`src/rtl/rxq_pkg.sv`:
```
package rxq_pkg;

  typedef struct packed {
    logic brk;
    logic pe;
    logic fe;
  } rxq_flags_t;

  function automatic rxq_flags_t flags_merge(input rxq_flags_t a, input rxq_flags_t b);
    rxq_flags_t r;
    r.brk = a.brk | b.brk;
    r.pe  = a.pe  | b.pe;
    r.fe  = a.fe  | b.fe;
    return r;
  endfunction

endpackage

```
`src/rtl/rxq_store.sv`:
```
module rxq_store
  import rxq_pkg::*;
#(
  parameter int DW    = 8,
  parameter int DEPTH = 3
) (
  input  logic          clk,
  input  logic          rst_n,
  input  logic          push_req,
  input  logic [DW-1:0] push_data,
  input  rxq_flags_t    push_flags,
  input  logic          rd_req,
  output logic [DW-1:0] head_data,
  output rxq_flags_t    head_flags,
  output logic          not_empty,
  output logic          is_full,
  output logic          pop,
  output logic          overflow,
  output logic          head_arrive,
  output rxq_flags_t    arrive_flags
);

  localparam int PW = (DEPTH > 1) ? $clog2(DEPTH) : 1;
  localparam int CW = $clog2(DEPTH + 1);
  localparam logic [CW-1:0] CNT_MAX = CW'(DEPTH);

  logic [DW-1:0] data_mem [DEPTH];
  rxq_flags_t    flag_mem [DEPTH];
  logic [PW-1:0] rd_ptr, wr_ptr;
  logic [CW-1:0] count, count_next;
  logic          push_ok;

  function automatic logic [PW-1:0] ptr_next(input logic [PW-1:0] p);
    return (p == PW'(DEPTH - 1)) ? '0 : p + 1'b1;
  endfunction

  function automatic logic [CW-1:0] cnt_step(input logic [CW-1:0] c,
                                             input logic inc, input logic dec);
    logic [CW-1:0] r;
    r = c;
    if (inc && !dec) r = c + 1'b1;
    if (dec && !inc) r = c - 1'b1;
    return r;
  endfunction

  assign not_empty  = (count != '0);
  assign is_full    = (count == CNT_MAX);
  assign pop        = rd_req & not_empty;
  assign push_ok    = push_req & ~is_full;
  assign overflow   = push_req & is_full;
  assign count_next = cnt_step(count, push_ok, pop);
  assign head_data  = data_mem[rd_ptr];
  assign head_flags = flag_mem[rd_ptr];

  // a new entry becomes head: push into empty queue, or pop leaving entries behind
  assign head_arrive = (!not_empty && push_ok) || (pop && count_next != '0);

  always_comb begin
    if (pop && count > CW'(1)) arrive_flags = flag_mem[ptr_next(rd_ptr)];
    else                       arrive_flags = push_flags;
  end

  always_ff @(posedge clk or negedge rst_n) begin
    if (!rst_n) begin
      rd_ptr <= '0;
      wr_ptr <= '0;
      count  <= '0;
    end else begin
      if (push_ok) wr_ptr <= ptr_next(wr_ptr);
      if (pop)     rd_ptr <= ptr_next(rd_ptr);
      count <= count_next;
    end
  end

  for (genvar i = 0; i < DEPTH; i++) begin : g_slot
    always_ff @(posedge clk or negedge rst_n) begin
      if (!rst_n) begin
        data_mem[i] <= '0;
        flag_mem[i] <= '0;
      end else if (push_ok && wr_ptr == PW'(i)) begin
        data_mem[i] <= push_data;
        flag_mem[i] <= push_flags;
      end
    end
  end

  AST_COUNT_MAX: assert property (@(posedge clk) disable iff (!rst_n)
    count <= CNT_MAX);
  AST_EMPTY_READ: assert property (@(posedge clk) disable iff (!rst_n)
    (!not_empty && !push_req) |=> !not_empty);
  AST_OVF_KEEP: assert property (@(posedge clk) disable iff (!rst_n)
    (push_req && is_full && !rd_req) |=> (is_full && $stable(head_data)));

endmodule

```
`src/rtl/rxq_err.sv`:
```
module rxq_err
  import rxq_pkg::*;
(
  input  logic       clk,
  input  logic       rst_n,
  input  logic       clr,
  input  logic       block_mode,
  input  logic       not_empty,
  input  rxq_flags_t head_flags,
  input  logic       head_arrive,
  input  rxq_flags_t arrive_flags,
  output rxq_flags_t status
);

  rxq_flags_t acc, acc_base, acc_next;

  assign acc_base = clr ? '0 : acc;
  assign acc_next = head_arrive ? flags_merge(acc_base, arrive_flags) : acc_base;

  always_ff @(posedge clk or negedge rst_n) begin
    if (!rst_n) acc <= '0;
    else        acc <= acc_next;
  end

  always_comb begin
    if (block_mode)     status = acc;
    else if (not_empty) status = head_flags;
    else                status = '0;
  end

  AST_CHAR_EMPTY: assert property (@(posedge clk) disable iff (!rst_n)
    (!block_mode && !not_empty) |-> (status == '0));
  AST_ACC_KEEP: assert property (@(posedge clk) disable iff (!rst_n)
    !clr |=> ((acc & $past(acc)) == $past(acc)));
  AST_CLR_FRESH: assert property (@(posedge clk) disable iff (!rst_n)
    (clr && !head_arrive) |=> (acc == '0));

endmodule

```
`src/rtl/rxq_rts.sv`:
```
module rxq_rts (
  input  logic clk,
  input  logic rst_n,
  input  logic auto_en,
  input  logic start_seen,
  input  logic is_full,
  input  logic sw_rts,
  output logic drop_active,
  output logic rts_n
);

  logic hold;

  always_ff @(posedge clk or negedge rst_n) begin
    if (!rst_n) hold <= 1'b0;
    else        hold <= auto_en & is_full & (hold | start_seen);
  end

  assign drop_active = auto_en & hold & is_full;
  assign rts_n       = ~sw_rts | drop_active;

  AST_RTS_FREE: assert property (@(posedge clk) disable iff (!rst_n)
    !is_full |-> (rts_n == !sw_rts));
  AST_RTS_MANUAL: assert property (@(posedge clk) disable iff (!rst_n)
    !auto_en |-> (rts_n == !sw_rts));

endmodule

```
`src/rtl/rx_hold_fifo.sv`:
```
module rx_hold_fifo
  import rxq_pkg::*;
#(
  parameter int DW    = 8,
  parameter int DEPTH = 3
) (
  input  logic          clk,
  input  logic          rst_n,
  input  logic          chr_valid,
  input  logic [DW-1:0] chr_data,
  input  logic          chr_fe,
  input  logic          chr_pe,
  input  logic          chr_brk,
  input  logic          start_seen,
  input  logic          cpu_rd,
  input  logic          err_clr,
  input  logic          cfg_auto_rts,
  input  logic          cfg_irq_full,
  input  logic          cfg_err_block,
  input  logic          sw_rts,
  output logic [DW-1:0] rd_data,
  output logic          rdy,
  output logic          full,
  output logic          st_fe,
  output logic          st_pe,
  output logic          st_brk,
  output logic          overrun,
  output logic          irq,
  output logic          rts_n
);

  rxq_flags_t in_flags, head_flags, arrive_flags, status;
  logic       pop, overflow, head_arrive, drop_active;

  assign in_flags.brk = chr_brk;
  assign in_flags.pe  = chr_pe;
  assign in_flags.fe  = chr_fe;

  rxq_store #(.DW(DW), .DEPTH(DEPTH)) u_store (
    .clk(clk), .rst_n(rst_n),
    .push_req(chr_valid), .push_data(chr_data), .push_flags(in_flags),
    .rd_req(cpu_rd),
    .head_data(rd_data), .head_flags(head_flags),
    .not_empty(rdy), .is_full(full), .pop(pop), .overflow(overflow),
    .head_arrive(head_arrive), .arrive_flags(arrive_flags)
  );

  rxq_err u_err (
    .clk(clk), .rst_n(rst_n), .clr(err_clr), .block_mode(cfg_err_block),
    .not_empty(rdy), .head_flags(head_flags),
    .head_arrive(head_arrive), .arrive_flags(arrive_flags),
    .status(status)
  );

  rxq_rts u_rts (
    .clk(clk), .rst_n(rst_n), .auto_en(cfg_auto_rts), .start_seen(start_seen),
    .is_full(full), .sw_rts(sw_rts), .drop_active(drop_active), .rts_n(rts_n)
  );

  always_ff @(posedge clk or negedge rst_n) begin
    if (!rst_n) overrun <= 1'b0;
    else        overrun <= (overrun & ~err_clr) | overflow;
  end

  assign st_fe  = status.fe;
  assign st_pe  = status.pe;
  assign st_brk = status.brk;
  assign irq    = cfg_irq_full ? full : rdy;

  AST_RTS_DROP: assert property (@(posedge clk) disable iff (!rst_n)
    (cfg_auto_rts && start_seen && full && !cpu_rd) |=> rts_n);
  AST_OVR_STICKY: assert property (@(posedge clk) disable iff (!rst_n)
    (overrun && !err_clr) |=> overrun);
  AST_POP_ONLY_HELD: assert property (@(posedge clk) disable iff (!rst_n)
    pop |-> rdy);
  AST_DROP_NEEDS_FULL: assert property (@(posedge clk) disable iff (!rst_n)
    drop_active |-> full);

endmodule

```
`config.mk`:
```
export PLATFORM = sky130hd
export DESIGN_NAME = rx_hold_fifo
export DESIGN_NICKNAME = d
export VERILOG_FILES = /design/src/rtl/rxq_pkg.sv /design/src/rtl/rxq_store.sv /design/src/rtl/rxq_err.sv /design/src/rtl/rxq_rts.sv /design/src/rtl/rx_hold_fifo.sv
export SDC_FILE = /design/constraint.sdc
export NUM_CORES = 1
export LEC_CHECK = 0
export BUFFER_PORTS_ARGS = -buffer_cell sky130_fd_sc_hd__buf_4
export CORE_MARGIN = 1.5
export CORE_UTILIZATION = 25
export CTS_CLUSTER_DIAMETER = 80
export CTS_CLUSTER_SIZE = 30
export DETAILED_ROUTE_END_ITERATION = 6
export PLACE_DENSITY = 0.47
export SLEW_MARGIN = 20
export SYNTH_ARGS = -nofsm -noshare
export SYNTH_HDL_FRONTEND = slang
export SYNTH_SLANG_ARGS = --single-unit
```
`constraint.sdc`:
```
create_clock -name clk -period 5.5 [get_ports clk]
set_clock_uncertainty 0.1 [all_clocks]
set_input_delay 0.275 -clock clk [delete_from_list [all_inputs] [get_ports clk]]
set_output_delay 0.275 -clock clk [all_outputs]
set_load 0.02 [all_outputs]
```
==> flow_summary.ini, run 1 <==
[floorplan]
fp.dieArea_sq_um = 9610
row_count = 34
floorplan.die.height_um = 98.0
initial_utilization = 0.259
die_w_um = 98.0
placeableCoreArea_sq_um = 8720
io_pins = 37

[hold_path]
class_of_the_most_critical_hold_timing_path = primary input to register
worst_hold_path.num_cells = 2
min_from = err_clr
holdPathEnd = overrun

[timing]
finalCriticalPeriod_ps = 2730
drv_slew = 0
setup-violations-final = 0
worstMarginPinSlew_ps = 887
rsz0062_at_grt = no
clock.fmax_ghz = 0.367
accumulated_negative_setup_slack_ps = 0
finalHoldViolations = 0
post-route-worst-setup-slack_ps = 2770
slew_headroom = 0.407
finalCritPeriodShare = 0.496

[global_route]
initial_antenna_violation_count = 0
use_met3 = 0.0272
grt_pass1_vias = 1499
groute.layer.met2.usage = 0.151
global_route_total_usage_across_every_layer = 0.102
grt_max_degree = 45
top_usage_layer = met2
grtUsageMet1 = 0.147
grt_pass1_wl_um = 7710
grt-ovfl-total = 0

[logic_synthesis]
synth_cells = 182
netlist.top_cell.by_area = sky130_fd_sc_hd__dfrtp_1
synth_area_sq_um = 2260
yosysTopAreaCellShare = 0.488
postSynthRegisterBits = 44
synth.top_cells.by_area = sky130_fd_sc_hd__dfrtp_1 49%, sky130_fd_sc_hd__mux2_2 19%, sky130_fd_sc_hd__mux2i_1 5.8%, sky130_fd_sc_hd__o21ai_0 2.2%, sky130_fd_sc_hd__a211oi_1 2.0%
synth.yosys.warnings = 0
synth.distinct_cells = 30
syn_nets = 206
syn-mean-instance-area_sq_um = 12.4
synth-seq-area-share = 0.488

[routing]
drt-initial-drc-count = 53
avgRoutedWirePerCell_um = 14.8
vias = 1518
ant_nets = 0
route.final.wire_length_um = 4790
detail_route.first_pass.iterations = 4
route.detailed.drc = 0
route.detailed.vias_per_inst = 4.70

[layout]
final-instance-count-excl-fill = 323
synthToLayoutAreaGrowth_pct = 20.9
n_fill_cell = 883
antenna_cells = 0
multiInputGateArea_sq_um = 1070
post_route_cells_drive_above_1_share = 0.414
area_taken_by_flip_flops_and_latches_sq_um = 1100
finalNetCount = 239

[place]
gp_congestion = 0.723
pre_cts_setup_slack_ps = 2960
post-place-cells = 315
port_buffers = 36
dp.final_hpwl_um = 3270

[setup_path]
critPathCaptureType = primary output
worstPathMaxFanout = 18
crit_type = register to primary output
timing.reg2reg.worst_path_depth = 4
worst_ep_arrival_time_ps = 2350
kind_of_launch_point_of_the_worst_setup_path = register
reg_to_reg_endpoint = u_store.data_mem[1]
crit-reg2reg-launch = u_store.count[0]
timing.reg2reg.setup_slack_ps = 2990
crit_required_ps = 5120

[power]
pwr-share-clk = 0.172
power.density_cell_area_nw_per_um2 = 618
leakagePower_nw = 1.18
power.combinational.fraction = 0.455
vdd_drop_max_mv = 0.243
share_of_total_power_in_sequential_cells = 0.373
power_report.internal_total_mw = 1.07
sw_frac_of_total = 0.367
netSwitchingPower_mw = 0.620

[clock_network]
clock_sink_count = 44
cts_tree = done
cts.repair.resized = 0
cts-buffers-inserted = 5
clkTransAtPathRegs_ps = 80
clockBufferDepth = 2
cts-htree-levels = 2
holdBufCountCts = 1
clock_latency_ps = 290
clockRootBuffer = sky130_fd_sc_hd__clkbuf_8
post_cts_buffers = 0

[outcome]
run_status = finished, final reports clean

[run]
cap_violations = 0
## power groups by stage
stage / clock network, mW / registers [mW] / logic, mW
floorplan: 0 / 0.567 / 0.606
global placement: 0 / 0.638 / 0.764
detailed placement: 0 / 0.637 / 0.773
CTS: 0.300 / 0.632 / 0.777
global route: 0.313 / 0.657 / 0.833
finish: 0.291 / 0.630 / 0.767
## worst max-delay path, cell delays in order (launching register included)
cell                        delay, ps
sky130_fd_sc_hd__dfrtp_1          690
sky130_fd_sc_hd__nor2b_1          840
sky130_fd_sc_hd__o2bb2ai_1        220
sky130_fd_sc_hd__a22o_1           170
sky130_fd_sc_hd__buf_4            130
## sequential cells by signal, indices dropped and copies added, names as in the netlist
name and count:
overrun 1, u_store.rd_ptr 2, u_store.count 2, u_store.wr_ptr 2
u_store.flag_mem 9, u_rts.hold 1, u_err.acc 3, u_store.data_mem 24
## final cells by class
cell class              instances  share of cell area
clock buffers                   5              0.0252
clock inverters                 2              0.0220
inverters                       4             0.00550
multi-input cells             123               0.392
flip-flops and latches         44               0.403
well taps                     108              0.0495
repair buffers                 37               0.103
## layer usage
layer  routed length (um)  part of all wire
met1                 2530              0.53
met2                 1980              0.41
met3                  236             0.049
met4                   45            0.0094
met5                    0                 0
## kinds of logic (layout without fill, tap and decap cells)
group | after synthesis | count (layout) | synth area share
muxes | 52 | 52 | 0.252
DFF | 44 | 44 | 0.488
and+or+nand+nor | 34 | 34 | 0.101
AOI/OAI and AO/OA | 32 | 32 | 0.0964
buffers and inverters | 15 | 48 | 0.0388
adders and majority gates | 3 | 3 | 0.0166
xor gates and xnor gates | 2 | 2 | 0.00776
## Yosys cell counts
master / count
sky130_fd_sc_hd__nor2b_1: 4
sky130_fd_sc_hd__buf_6: 3
sky130_fd_sc_hd__or4bb_1: 1
sky130_fd_sc_hd__buf_2: 4
sky130_fd_sc_hd__nor3_1: 3
sky130_fd_sc_hd__o2bb2ai_1: 3
sky130_fd_sc_hd__mux2_2: 39
sky130_fd_sc_hd__a22o_1: 3
sky130_fd_sc_hd__nand3_1: 1
sky130_fd_sc_hd__and4bb_2: 1
sky130_fd_sc_hd__buf_4: 1
sky130_fd_sc_hd__a21oi_1: 4
sky130_fd_sc_hd__dfrtp_1: 44
sky130_fd_sc_hd__a211oi_1: 6
sky130_fd_sc_hd__nor3b_4: 2
sky130_fd_sc_hd__o211a_1: 1
sky130_fd_sc_hd__xnor2_1: 2
sky130_fd_sc_hd__a21o_2: 2
sky130_fd_sc_hd__inv_1: 4
sky130_fd_sc_hd__mux2i_1: 13
sky130_fd_sc_hd__and2b_2: 1
sky130_fd_sc_hd__nor3_4: 1
sky130_fd_sc_hd__o211ai_1: 3
sky130_fd_sc_hd__clkbuf_1: 3
sky130_fd_sc_hd__o21ai_0: 10
sky130_fd_sc_hd__ha_1: 3
sky130_fd_sc_hd__nand2_1: 11
sky130_fd_sc_hd__or4b_1: 1
sky130_fd_sc_hd__nand2b_1: 6
sky130_fd_sc_hd__nor2_1: 2
## worst max-delay path by stage
stage          slack (ps)         startpoint                    to  cells after the start
2_1_floorplan        3480   u_store.count[0]  u_store.data_mem[10]                      6
3_3_place_gp         2970   u_store.count[0]   u_store.flag_mem[4]                      4
3_5_place_dp         2960   u_store.count[0]   u_store.data_mem[1]                      4
4_1_cts              2760  u_store.rd_ptr[1]                 st_pe                      4
5_1_grt              2570  u_store.rd_ptr[0]                 st_fe                      4
6_report             2770  u_store.rd_ptr[0]                 st_pe                      4
## placed cells by master, fill, tap and decap left out, types with 2 or more instances in the layout
cell | netlist | final
sky130_fd_sc_hd__bufinv_16 | 0 | 2
sky130_fd_sc_hd__a211oi_1 | 6 | 6
sky130_fd_sc_hd__nor2b_1 | 4 | 4
sky130_fd_sc_hd__dfrtp_1 | 44 | 44
sky130_fd_sc_hd__o21ai_0 | 10 | 10
sky130_fd_sc_hd__o211ai_1 | 3 | 3
sky130_fd_sc_hd__a22o_1 | 3 | 3
sky130_fd_sc_hd__nor2_1 | 2 | 2
sky130_fd_sc_hd__xnor2_1 | 2 | 2
sky130_fd_sc_hd__buf_4 | 1 | 36
sky130_fd_sc_hd__nand2_1 | 11 | 11
sky130_fd_sc_hd__o2bb2ai_1 | 3 | 3
sky130_fd_sc_hd__nor3_1 | 3 | 3
sky130_fd_sc_hd__mux2_2 | 39 | 39
sky130_fd_sc_hd__nor3b_4 | 2 | 2
sky130_fd_sc_hd__a21o_2 | 2 | 2
sky130_fd_sc_hd__ha_1 | 3 | 3
sky130_fd_sc_hd__inv_1 | 4 | 4
sky130_fd_sc_hd__nand2b_1 | 6 | 6
sky130_fd_sc_hd__clkbuf_8 | 0 | 5
sky130_fd_sc_hd__mux2i_1 | 13 | 13
sky130_fd_sc_hd__a21oi_1 | 4 | 4
## metrics by stage
step	hold slack [ps]	instance area (sq um)	util	power, mW
after floorplan	-121	2260	-	1.17
after global placement	220	2590	0.297	1.40
after detailed placement	219	2590	0.297	1.41
after CTS	96.2	2730	0.313	1.71
after global routing	115	2730	0.313	1.80
final	105	2730	0.313	1.69
No activity file was read; power rests on OpenSTA's default activity.
==> inputs of run 2 (changes only) <==
ABC_AREA = 1   (was default)
clock period = 2.8 ns   (was 5.5 ns; I/O delays follow)
==> flow_summary.ini, run 2 <==
[layout]
postLayoutCellArea_sq_um = 2590
finish.utilization = 0.317
top_registers = u_store.data_mem (24), u_store.flag_mem (9), u_err.acc (3)
layout.cells.most_common = sky130_fd_sc_hd__nand2_1
registers.top_by_ff_count = u_store.data_mem
post_route_cells_drive_above_1_share = 0.203
final-instance-count-excl-fill = 401
largest_register_ffs = 24
n_fill_cell = 885
finalNetCount = 320
mostFrequentLayoutCells = 80 x sky130_fd_sc_hd__nand2_1, 48 x sky130_fd_sc_hd__o21ai_0, 44 x sky130_fd_sc_hd__dfrtp_1
antenna_cells = 0
synthToLayoutAreaGrowth_pct = 23.8

[logic_synthesis]
synth.yosys.warnings = 0
netlist.top_cell.by_area = sky130_fd_sc_hd__dfrtp_1
synth_cells = 255
syn_nets = 279
synth-async-reset-ratio = 1.00
syn-mean-instance-area_sq_um = 8.21
postSynthRegisterBits = 44
synth.top_cells.by_area = sky130_fd_sc_hd__dfrtp_1 53%, sky130_fd_sc_hd__nand2_1 14%, sky130_fd_sc_hd__o21ai_0 11%, sky130_fd_sc_hd__inv_1 5.4%, sky130_fd_sc_hd__a22oi_1 2.5%
synth.cells.most_frequent = 80 x sky130_fd_sc_hd__nand2_1, 48 x sky130_fd_sc_hd__o21ai_0, 44 x sky130_fd_sc_hd__dfrtp_1
synth-main-ff-cell = sky130_fd_sc_hd__dfrtp_1
synth.distinct_cells = 21
yosys.cell_count.top_type = sky130_fd_sc_hd__nand2_1
synth-seq-area-share = 0.526
synth_enable_flop_cells = 0
yosysTopAreaCellShare = 0.526
synth_area_sq_um = 2090

[timing]
drv_slew = 0
clock.fmax_ghz = 0.475
worstMarginPinSlew_ps = 587
post-route-worst-setup-slack_ps = 694
final.hold.worst_slack_ps = 7.44
accumulated_negative_setup_slack_ps = 0
finalCritPeriodShare = 0.752
finalCriticalPeriod_ps = 2110
rsz0062_at_grt = no
setup-violations-final = 0
finalHoldViolations = 0
slew_headroom = 0.608

[setup_path]
crit_required_ps = 2560
crit_path_cell_trace = nor2_2 -> a21oi_1 -> o21ai_0 -> buf_4
critPathSlowestCell = sky130_fd_sc_hd__nor2_2
critPathCaptureType = primary output
kind_of_launch_point_of_the_worst_setup_path = register
critical-path-max-stage-delay_ps = 520
worst_ep_arrival_time_ps = 1870
crit_type = register to primary output
worstPathMaxFanout = 13

[power]
leakagePower_nw = 1.31
vdd_drop_max_mv = 0.443
total_chip_power_mw = 2.81
power.density_cell_area_nw_per_um2 = 1080

[global_route]
global_route_total_usage_across_every_layer = 0.113
grt-ovfl-total = 0
initial_antenna_violation_count = 0
groute.layer.met2.usage = 0.171
grtUsageMet1 = 0.161
grt_pass1_vias = 1694
top_usage_layer = met2
use_met3 = 0.0242
grt_pass1_wl_um = 7780
grt_max_degree = 45

[place]
dp.final_hpwl_um = 3180
pre_cts_setup_slack_ps = 933
post-place-cells = 391
port_buffers = 36
gp_congestion = 0.764
post_dp_cell_area_sq_um = 2480

[routing]
detail_route.first_pass.iterations = 4
avgRoutedWirePerCell_um = 11.4
ant_nets = 0
vias = 1714
route.detailed.vias_per_inst = 4.27
drt-initial-drc-count = 91
route.detailed.drc = 0
route.final.wire_length_um = 4570

[clock_network]
clock_sink_count = 44
clockBufferDepth = 2
cts-buffers-inserted = 5
cts-htree-levels = 2
clockRootBuffer = sky130_fd_sc_hd__clkbuf_8
cts_tree = done
clkTransAtPathRegs_ps = 80
clock_latency_ps = 290
cts.repair.resized = 0
post_cts_buffers = 0

[floorplan]
die_w_um = 94.5
fp.dieArea_sq_um = 8940
initial_utilization = 0.256
io_pins = 37
row_count = 33
placeableCoreArea_sq_um = 8180
floorplan.die.height_um = 94.5

[hold_path]
class_of_the_most_critical_hold_timing_path = primary input to register

[run]
cap_violations = 0

[outcome]
run_status = finished, final reports clean
## run 2: layout make-up
class                   instances  area, sq um  share of cell area
flip-flops and latches         44         1100               0.425
multi-input cells             171          837               0.323
repair buffers                 42          323               0.124
well taps                     105          131              0.0507
inverters                      32          120              0.0463
clock buffers                   5         68.8              0.0265
clock inverters                 2         12.5             0.00482
## run 2: what timing repair did
| item | 4_1_cts | 5_1_grt |
|---|---|---|
| setup endpoints to repair | 0 | 0 |
| hold buffers | 3 | 0 |
| hold endpoints to repair | 45 | 0 |
## run 2: worst max-delay path, delay by kind of cell, from the launching register on
family                 cells  cell delay [ps]
and+or+nand+nor            1              520
DFF                        1              490
buffers and inverters      1              170
AOI/OAI and AO/OA          2              390
## run 2: cells by family after synthesis
group | Yosys count | share of synthesized area
fa+ha+maj | 3 | 0.0179
compound gates | 64 | 0.163
simple gates | 104 | 0.219
buf+inv | 40 | 0.0747
flops | 44 | 0.526
## run 2: per-layer routing
layer,vias up,wire length (um)
met3,5,236
met2,46,1880
met5,-,0
met1,770,2410
met4,0,46
li1,893,-
## run 2: power by group
part           total, mW  leakage [nW]  internal (mW)  switching, mW
Combinational       1.34         0.721          0.517          0.820
Sequential          1.09         0.552          0.922          0.166
Clock              0.383        0.0400          0.169          0.214
## run 2: path summary, 6_finish.rpt
kind,from,slack (ps),cells after the start,end
worst max-delay path,u_store.rd_ptr[1],690,4,st_fe
worst min-delay path,cfg_auto_rts,7,3,u_rts.hold
worst max register to register,u_store.count[0],930,6,u_store.data_mem[19]
worst min register to register,u_err.acc[2],380,2,u_err.acc[2]
max in group asynchronous,rst_n,1930,2,u_store.data_mem[3]
min in group asynchronous,rst_n,270,2,u_store.data_mem[12]
==> inputs of run 3 (changes only) <==
PLACE_DENSITY = 0.48   (was 0.47)
clock period = 1.7 ns   (was 2.8 ns; I/O delays follow)
==> flow_summary.ini, run 3 (synthesized netlist as in run 2, its figures left out) <==
[timing]
setup-violations-final = 2
rsz0062_at_grt = yes
clock.fmax_ghz = 0.588
slew_headroom = 0.616
finalCriticalPeriod_ps = 1700
drv_slew = 0
post-route-worst-setup-slack_ps = -1.06
finalCritPeriodShare = 1.00
finalHoldViolations = 0
worstMarginPinSlew_ps = 576

[floorplan]
fp.dieArea_sq_um = 8940
placeableCoreArea_sq_um = 8180
row_count = 33
io_pins = 37
initial_utilization = 0.256
floorplan.die.height_um = 94.5
die_w_um = 94.5

[global_route]
groute.layer.met2.usage = 0.195
grtUsageMet1 = 0.160
global_route_total_usage_across_every_layer = 0.119
grt-ovfl-total = 0
grt_max_degree = 45
use_met3 = 0.0258
grt_pass1_wl_um = 8260
initial_antenna_violation_count = 0
top_usage_layer = met2
grt_pass1_vias = 1748

[setup_path]
critPathCaptureType = primary output
critPathSlowestCell = sky130_fd_sc_hd__dfrtp_1
reg_to_reg_endpoint = u_err.acc[1]
worstPathMaxFanout = 5
crit_type = register to primary output
timing.reg2reg.worst_path_depth = 13
worst_ep_arrival_time_ps = 1520
critical-path-max-stage-delay_ps = 430
kind_of_launch_point_of_the_worst_setup_path = register
crit-reg2reg-launch = u_store.count[0]
crit_required_ps = 1510
crit_path_cell_trace = inv_2 -> ha_4 -> or2_4 -> o21ai_1 -> buf_4
timing.reg2reg.setup_slack_ps = 70

[layout]
antenna_cells = 0
largest_register_ffs = 24
mostFrequentLayoutCells = 77 x sky130_fd_sc_hd__nand2_1, 54 x sky130_fd_sc_hd__buf_4, 47 x sky130_fd_sc_hd__o21ai_0
synthToLayoutAreaGrowth_pct = 39.8
registers.top_by_ff_count = u_store.data_mem
finalNetCount = 346
layout.cells.most_common = sky130_fd_sc_hd__nand2_1
postLayoutCellArea_sq_um = 2930
post_route_cells_drive_above_1_share = 0.291
top_registers = u_store.data_mem (24), u_store.flag_mem (9), u_err.acc (3)
final-instance-count-excl-fill = 428

[routing]
ant_nets = 0
route.detailed.drc = 0
detail_route.first_pass.iterations = 5
drt-initial-drc-count = 93
route.final.wire_length_um = 4910
avgRoutedWirePerCell_um = 11.5
vias = 1847
route.detailed.vias_per_inst = 4.32

[clock_network]
clockBufferDepth = 2
clock_latency_ps = 300
clockRootBuffer = sky130_fd_sc_hd__clkbuf_8
cts-buffers-inserted = 5
cts-htree-levels = 2
clock_sink_count = 44
cts_tree = done
clkTransAtPathRegs_ps = 80

[hold_path]
holdPathEnd = u_store.flag_mem[1]
min_from = chr_pe
worst_hold_path.num_cells = 3
class_of_the_most_critical_hold_timing_path = primary input to register

[power]
total_chip_power_mw = 5.25
vdd_drop_max_mv = 0.633
power.density_cell_area_nw_per_um2 = 1790
leakagePower_nw = 1.45

[outcome]
failed_checks = negative setup slack
run_status = complete, but fails checks

[place]
port_buffers = 36
dp.final_hpwl_um = 3240
post_dp_cell_area_sq_um = 2560
post-place-cells = 400
gp_congestion = 0.762

[run]
cap_violations = 0
[run 3: what timing repair did]
action / in CTS / in global routing
setup endpoints to repair: 14 / 19
gates resized for setup: 10 / 14
pin swaps: 1 / 11
hold endpoints to repair: 71 / 0
hold buffers: 12 / 0
buffers inserted: 1 / 7
gates cloned: 0 / 0
[run 3: cell type report]
| cell class | count | area [sq um] |
|---|---|---|
| well taps | 105 | 131 |
| fillers | 887 | 5250 |
| clock buffers | 6 | 82.6 |
| flip-flops and latches | 44 | 1100 |
| multi-input cells | 171 | 912 |
| repair buffers | 68 | 557 |
| inverters | 32 | 129 |
| clock inverters | 2 | 15.0 |
[run 3: stage by stage]
stage,hold WS [ps],utilization,setup TNS [ps],setup WS [ps]
3_5_place_dp,29.6,0.313,-60.2,-24.0
2_1_floorplan,-311,-,0,20.7
4_1_cts,8.60,0.346,-70.4,-25.3
5_1_grt,17.4,0.358,-823,-81.9
3_3_place_gp,31.6,0.313,0,45.5
6_report,4.93,0.358,-1.77,-1.06
[run 3: power by group]
group          internal [mW]  total [mW]  switching, mW
Combinational           1.21        2.75           1.53
Sequential              1.52        1.81          0.289
Clock                  0.329       0.693          0.364
Total                   3.06        5.25           2.18
[run 3: worst max-delay path by stage]
stage                       from  slack (ps)            to  cells past startpoint
6_report        u_store.count[0]          -1         st_pe                      5
5_1_grt        u_store.rd_ptr[1]         -80         st_pe                      7
4_1_cts        u_store.rd_ptr[1]         -30         st_pe                      7
3_5_place_dp    u_store.count[0]         -20  u_err.acc[1]                     13
3_3_place_gp    u_store.count[0]          50  u_err.acc[2]                     13
2_1_floorplan   u_store.count[1]          20  u_err.acc[0]                     13
[run 3: per-layer routing]
metal  up-vias  routed length, um
li1        950                  -
met1       848               2520
met2        41               2140
met3         8                197
met4         0                 51
met5         -                  0
[run 3: critical path, delay by kind of cell, from the launching register on]
| family | cells | cell delay (ps) |
|---|---|---|
| AO/OA/AOI/OAI | 1 | 130 |
| adder cells (fa/ha/maj) | 1 | 190 |
| buffers and inverters | 2 | 220 |
| flip-flops | 1 | 430 |
| AND/OR/NAND/NOR | 1 | 260 |
